### src/rtl/e1slm_pkg.sv
package e1slm_pkg;

    // Track indices: index 0 follows FAS words, index 1 follows service words
    localparam int TRK_FAS = 0;
    localparam int TRK_SVC = 1;
    localparam int NTRK    = 2;

    typedef struct packed {
        logic lost;
    } mon_state_t;

endpackage

### src/rtl/e1slm_word_check.sv
module e1slm_word_check
    import e1slm_pkg::*;
#(
    parameter logic [6:0] FAS_PAT = 7'b0011011
) (
    input  logic            ts0_valid,
    input  logic            fas_frame,
    input  logic [7:0]      ts0_octet,
    input  logic            svc_enable,
    input  logic            discard,
    output logic [NTRK-1:0] trk_hit,
    output logic [NTRK-1:0] trk_bad
);

    logic take;

    always_comb begin
        take             = ts0_valid && !discard;
        trk_hit          = '0;
        trk_bad          = '0;
        // FAS frame: line bits 2..8 must match the pattern, line bit 1 is free
        trk_hit[TRK_FAS] = take && fas_frame;
        trk_bad[TRK_FAS] = (ts0_octet[6:0] != FAS_PAT);
        // Service frame: only line bit 2 is examined, it must be one
        trk_hit[TRK_SVC] = take && !fas_frame && svc_enable;
        trk_bad[TRK_SVC] = !ts0_octet[6];
    end

endmodule

### src/rtl/e1slm_run_track.sv
module e1slm_run_track #(
    parameter int RUN_W = 3
) (
    input  logic             clk,
    input  logic             rst_n,
    input  logic             clr,
    input  logic             freeze,
    input  logic             hit,
    input  logic             bad,
    input  logic [RUN_W-1:0] thresh,
    output logic [RUN_W-1:0] run,
    output logic             reach
);

    localparam logic [RUN_W-1:0] RUN_MAX = '1;

    typedef struct packed {
        logic [RUN_W-1:0] cnt;
    } trk_state_t;

    trk_state_t       st_d, st_q;
    logic [RUN_W-1:0] inc;

    always_comb begin
        st_d  = st_q;
        reach = 1'b0;
        inc   = (st_q.cnt == RUN_MAX) ? st_q.cnt : st_q.cnt + 1'b1;
        if (clr) begin
            st_d.cnt = '0;
        end else if (hit && !freeze) begin
            if (bad) begin
                st_d.cnt = inc;
                reach    = (inc >= thresh);
            end else begin
                st_d.cnt = '0;
            end
        end
    end

    always_ff @(posedge clk or negedge rst_n) begin
        if (!rst_n) begin
            st_q <= '0;
        end else begin
            st_q <= st_d;
        end
    end

    assign run = st_q.cnt;

endmodule

### src/rtl/e1_sync_loss_mon.sv
module e1_sync_loss_mon
    import e1slm_pkg::*;
#(
    parameter int         RUN_W    = 3,
    parameter int         LO_LIMIT = 3,
    parameter int         HI_LIMIT = 4,
    parameter logic [6:0] FAS_PAT  = 7'b0011011
) (
    input  logic       clk,
    input  logic       rst_n,
    input  logic       ts0_valid,
    input  logic [7:0] ts0_octet,
    input  logic       fas_frame,
    input  logic       thr4_sel,
    input  logic       sw_chk_off,
    input  logic       resync,
    output logic       loss_sync
);

    localparam logic [RUN_W-1:0] LO_T = LO_LIMIT[RUN_W-1:0];
    localparam logic [RUN_W-1:0] HI_T = HI_LIMIT[RUN_W-1:0];

    mon_state_t       mon_d, mon_q;
    logic [RUN_W-1:0] thresh;
    logic             svc_enable;
    logic [NTRK-1:0]  trk_hit, trk_bad, trk_clr, trk_reach;
    logic [RUN_W-1:0] trk_run [NTRK];
    logic [RUN_W-1:0] fas_run, sw_run;

    assign thresh     = thr4_sel ? HI_T : LO_T;
    // Disabling the service track is honoured only in the four-error mode
    assign svc_enable = !(thr4_sel && sw_chk_off);

    e1slm_word_check #(
        .FAS_PAT (FAS_PAT)
    ) u_check (
        .ts0_valid  (ts0_valid),
        .fas_frame  (fas_frame),
        .ts0_octet  (ts0_octet),
        .svc_enable (svc_enable),
        .discard    (resync),
        .trk_hit    (trk_hit),
        .trk_bad    (trk_bad)
    );

    always_comb begin
        trk_clr          = {NTRK{resync}};
        trk_clr[TRK_SVC] = resync || !svc_enable;
    end

    for (genvar g = 0; g < NTRK; g++) begin : g_trk
        e1slm_run_track #(
            .RUN_W (RUN_W)
        ) u_run (
            .clk    (clk),
            .rst_n  (rst_n),
            .clr    (trk_clr[g]),
            .freeze (mon_q.lost),
            .hit    (trk_hit[g]),
            .bad    (trk_bad[g]),
            .thresh (thresh),
            .run    (trk_run[g]),
            .reach  (trk_reach[g])
        );
    end

    assign fas_run = trk_run[TRK_FAS];
    assign sw_run  = trk_run[TRK_SVC];

    always_comb begin
        mon_d = mon_q;
        if (resync) begin
            mon_d.lost = 1'b0;
        end else if (|trk_reach) begin
            mon_d.lost = 1'b1;
        end
    end

    always_ff @(posedge clk or negedge rst_n) begin
        if (!rst_n) begin
            mon_q <= '0;
        end else begin
            mon_q <= mon_d;
        end
    end

    assign loss_sync = mon_q.lost;

endmodule

### config.mk
export PLATFORM = sky130hd
export DESIGN_NAME = e1_sync_loss_mon
export DESIGN_NICKNAME = d
export VERILOG_FILES = /design/src/rtl/e1slm_pkg.sv /design/src/rtl/e1slm_word_check.sv /design/src/rtl/e1slm_run_track.sv /design/src/rtl/e1_sync_loss_mon.sv
export SDC_FILE = /design/constraint.sdc
export NUM_CORES = 1
export LEC_CHECK = 0
export BUFFER_PORTS_ARGS = -buffer_cell sky130_fd_sc_hd__buf_2
export CAP_MARGIN = 5
export CELL_PAD_IN_SITES_DETAIL_PLACEMENT = 1
export CELL_PAD_IN_SITES_GLOBAL_PLACEMENT = 2
export CORE_MARGIN = 3
export CORE_UTILIZATION = 27
export DETAILED_ROUTE_END_ITERATION = 8
export HOLD_SLACK_MARGIN = 0.06
export PLACE_DENSITY_LB_ADDON = 0.1
export SYNTH_ARGS = -nofsm -noshare
export SYNTH_HDL_FRONTEND = slang
export SYNTH_HIERARCHICAL = 1
export SYNTH_SLANG_ARGS = --single-unit
### constraint.sdc
create_clock -name clk -period 2 [get_ports clk]
set_input_delay 0.4 -clock clk [delete_from_list [all_inputs] [get_ports clk]]
set_output_delay 0.4 -clock clk [all_outputs]
set_load 0.005 [all_outputs]
==> impl_metrics.env <==
export IMPL_worstHoldPathCells=2
export IMPL_synth_xor_area_frac=0.02729
export IMPL_internal_power_mw=0.2606
export IMPL_synth_top_family_by_area="simple AND/OR/NAND/NOR gates"
export IMPL_gp_congestion=0.6313
export IMPL_grt_use_met1=0.1860
export IMPL_wl_per_cell_um=13.07
export IMPL_fin_cells=130
export IMPL_die_w_um=54.76
export IMPL_top_usage_layer="met2"
export IMPL_ys_ff_latch=7
export IMPL_finalMaxSlewViolations=0
export IMPL_finalCritPeriodShare=0.9277
export IMPL_crit_type="reg2reg"
export IMPL_place_port_buffers=14
export IMPL_pin_count=16
export IMPL_place_area_um2=807.0
export IMPL_vias=638
export IMPL_maxCapViolCount=0
export IMPL_cp_end_kind="flop"
export IMPL_worstReg2RegStart="g_trk[1].u_run/run[1]"
export IMPL_syn_num_nets=94
export IMPL_antenna_found_initial=0
export IMPL_start_util=0.2874
export IMPL_min_to="g_trk[0].u_run/run[1]"
export IMPL_fin_nets=126
export IMPL_synth_avg_cell_area_um2=9.040
export IMPL_grt_use_met3=0.02180
export IMPL_grt_usage=0.1345
export IMPL_ys_types=23
export IMPL_rr_worst_depth=8
export IMPL_comb_power_share=0.216
export IMPL_hold_class="in2reg"
export IMPL_fin_skew_ns=0.004265
export IMPL_worst_slew_pin_slew_ns=0.3563
export IMPL_clockBufferDepth=2
export IMPL_switching_share=0.2607
export IMPL_via_per_inst=4.908
export IMPL_syn_area_um2=641.9
export IMPL_ys_warn_count=6
export IMPL_ys_seq_area_frac=0.2729
export IMPL_drt_antenna_violating_nets=0
export IMPL_arrival_ns=1.99
export IMPL_synth_edf_count=0
export IMPL_synthSimpleGateAreaFrac=0.3723
export IMPL_max_freq_mhz=539.0
export IMPL_min_period_ns=1.855
export IMPL_fin_area_um2=930.9
export IMPL_cts_tree="built"
export IMPL_num_rows=17
export IMPL_required_ns=2.14
export IMPL_ir_drop_v=0.0002069
export IMPL_path_max_fanout=3
export IMPL_area_delta_synth_final_pct=45.03
export IMPL_r2r_end="loss_sync"
export IMPL_timing_slew_headroom=0.7592
export IMPL_final_common_cell="buf_2"
export IMPL_startpoint_type="flop"
export IMPL_power_switching_mw=0.09187
export IMPL_drtIter0Drc=1
export IMPL_root_buffer="clkbuf_4"
export IMPL_post_place_cells=121
export IMPL_final_cell_mix="14 x buf_2, 12 x buf_4, 7 x dfrtp_1, 6 x inv_1"
export IMPL_final_layout_size_suffix_gt1_frac=0.4608
export IMPL_cts_buffers=3
export IMPL_grt_use_met2=0.1949
export IMPL_dpl_hpwl_um=1366
export IMPL_core_um2=2233
export IMPL_htree_levels=1
export IMPL_rsz0062_at_grt="false"
export IMPL_clock_latency_ns=0.25
export IMPL_yosys_mux_area_fraction=0.04678
export IMPL_synth_compound_area_frac=0.08967
export IMPL_grt_overflow_total=0
export IMPL_min_from="resync"
export IMPL_grt_pass1_wl_um=2794
export IMPL_path_clk_slew_ns=0.06
export IMPL_setup_viol=0
export IMPL_routed_wl_um=1699
export IMPL_ys_flop_type="dfrtp_1"
export IMPL_synthArstFlopShare=1.000
export IMPL_final_setup_worst_slack_ns=0.1445
export IMPL_dieArea_um2=2998
export IMPL_leakagePower_nw=0.4747
export IMPL_die_h_um=54.76
export IMPL_clkPwrFrac=0.371
export IMPL_synth_fa_ha_area_frac=0.1559
export IMPL_antenna_cells=0
export IMPL_post_route_drc_count=0
export IMPL_pre_cts_ws_ns=-0.04425
export IMPL_fin_tns_setup_ns=0
export IMPL_firstDrtPassIters=3
export IMPL_seqPwrFrac=0.414
export IMPL_synthCells=71
export IMPL_numClockSinks=7
export IMPL_r2r_slack_ns=0.14
export IMPL_hold_violations=0
export IMPL_whs_ns=0.4102
export IMPL_p_per_area_nw_per_um2=378.6
export IMPL_status="finished, final reports clean"
export IMPL_grt_max_degree=9
export IMPL_grt_pass1_vias=641
==> power by group through the flow <==
stage	clock (mW)	combinational, mW	sequential, mW
after floorplan	0	0.0344	0.149
after global placement	0	0.0628	0.148
after detailed placement	0	0.0647	0.148
after CTS	0.137	0.0690	0.146
after global routing	0.149	0.0872	0.146
final	0.131	0.0760	0.146
==> synthesized netlist by cell type (4+ instances only) <==
cell | number | area [um2]
ha_1 | 8 | 100.1
nand2_1 | 5 | 18.77
a21oi_1 | 4 | 20.02
nand2b_1 | 5 | 31.28
dfrtp_1 | 7 | 175.2
nor2_1 | 5 | 18.77
nor3_1 | 5 | 25.02
inv_1 | 6 | 22.52
==> worst max-delay path, stage by stage, from the launching register on <==
cell and delay (ns):
dfrtp_1 0.38, ha_2 0.20, nand2_2 0.11, mux2_4 0.32, ha_4 0.22, a211oi_2 0.24
nor4_2 0.06, nor3_1 0.17, nor2_1 0.06
==> how the worst max path moves through the flow <==
| stage | endpoint | cells after the start | startpoint |
|---|---|---|---|
| floorplan | loss_sync | 8 | g_trk[1].u_run/run[0] |
| global placement | loss_sync | 8 | g_trk[0].u_run/run[0] |
| detailed placement | loss_sync | 8 | g_trk[1].u_run/run[0] |
| CTS | loss_sync | 8 | g_trk[1].u_run/run[0] |
| global route | loss_sync | 8 | g_trk[1].u_run/run[1] |
| finish | loss_sync | 8 | g_trk[1].u_run/run[1] |
==> final cells by class <==
type / count / area (um2)
timing repair buffer: 27 / 170.2
inverter: 6 / 22.52
sequential: 7 / 175.2
clock buffer: 4 / 26.28
fill: 279 / 1303
multi-input combinational: 58 / 501.7
tap: 28 / 35.03
==> metrics by stage <==
step	util	total power, mW
2_1_floorplan	-	0.1831
3_3_place_gp	0.3613	0.2111
3_5_place_dp	0.3613	0.2130
4_1_cts	0.3821	0.3522
5_1_grt	0.4168	0.3820
6_report	0.4168	0.3524
==> layer usage <==
metal  wire length [um]  part of all wire  vias up
met5                  0                 0        -
met4                 19             0.011        0
met3                 73             0.043        2
met2                766              0.45       14
met1                840              0.49      300
li1                   -                 -      322
==> kinds of logic after synthesis <==
family                     Yosys count
buffers and inverters                6
muxes                                2
and+or+nand+nor                     36
DFF                                  7
adders and majority gates            8
xor gates and xnor gates             2
AOI/OAI and AO/OA                   10
==> registers in the layout, indices dropped and copies added, names as in the netlist <==
signal and count:
g_trk.u_run/run 6, loss_sync 1
==> repair_timing <==
| item | in CTS | in global routing |
|---|---|---|
| setup endpoints to repair | 1 | 1 |
| pin swaps | 0 | 6 |
| setup buffers | 0 | 4 |
| hold endpoints to repair | 7 | 0 |
| hold buffers | 1 | 0 |
| gates resized for setup | 2 | 8 |
Note: power is estimated with default switching activity, not from simulation.
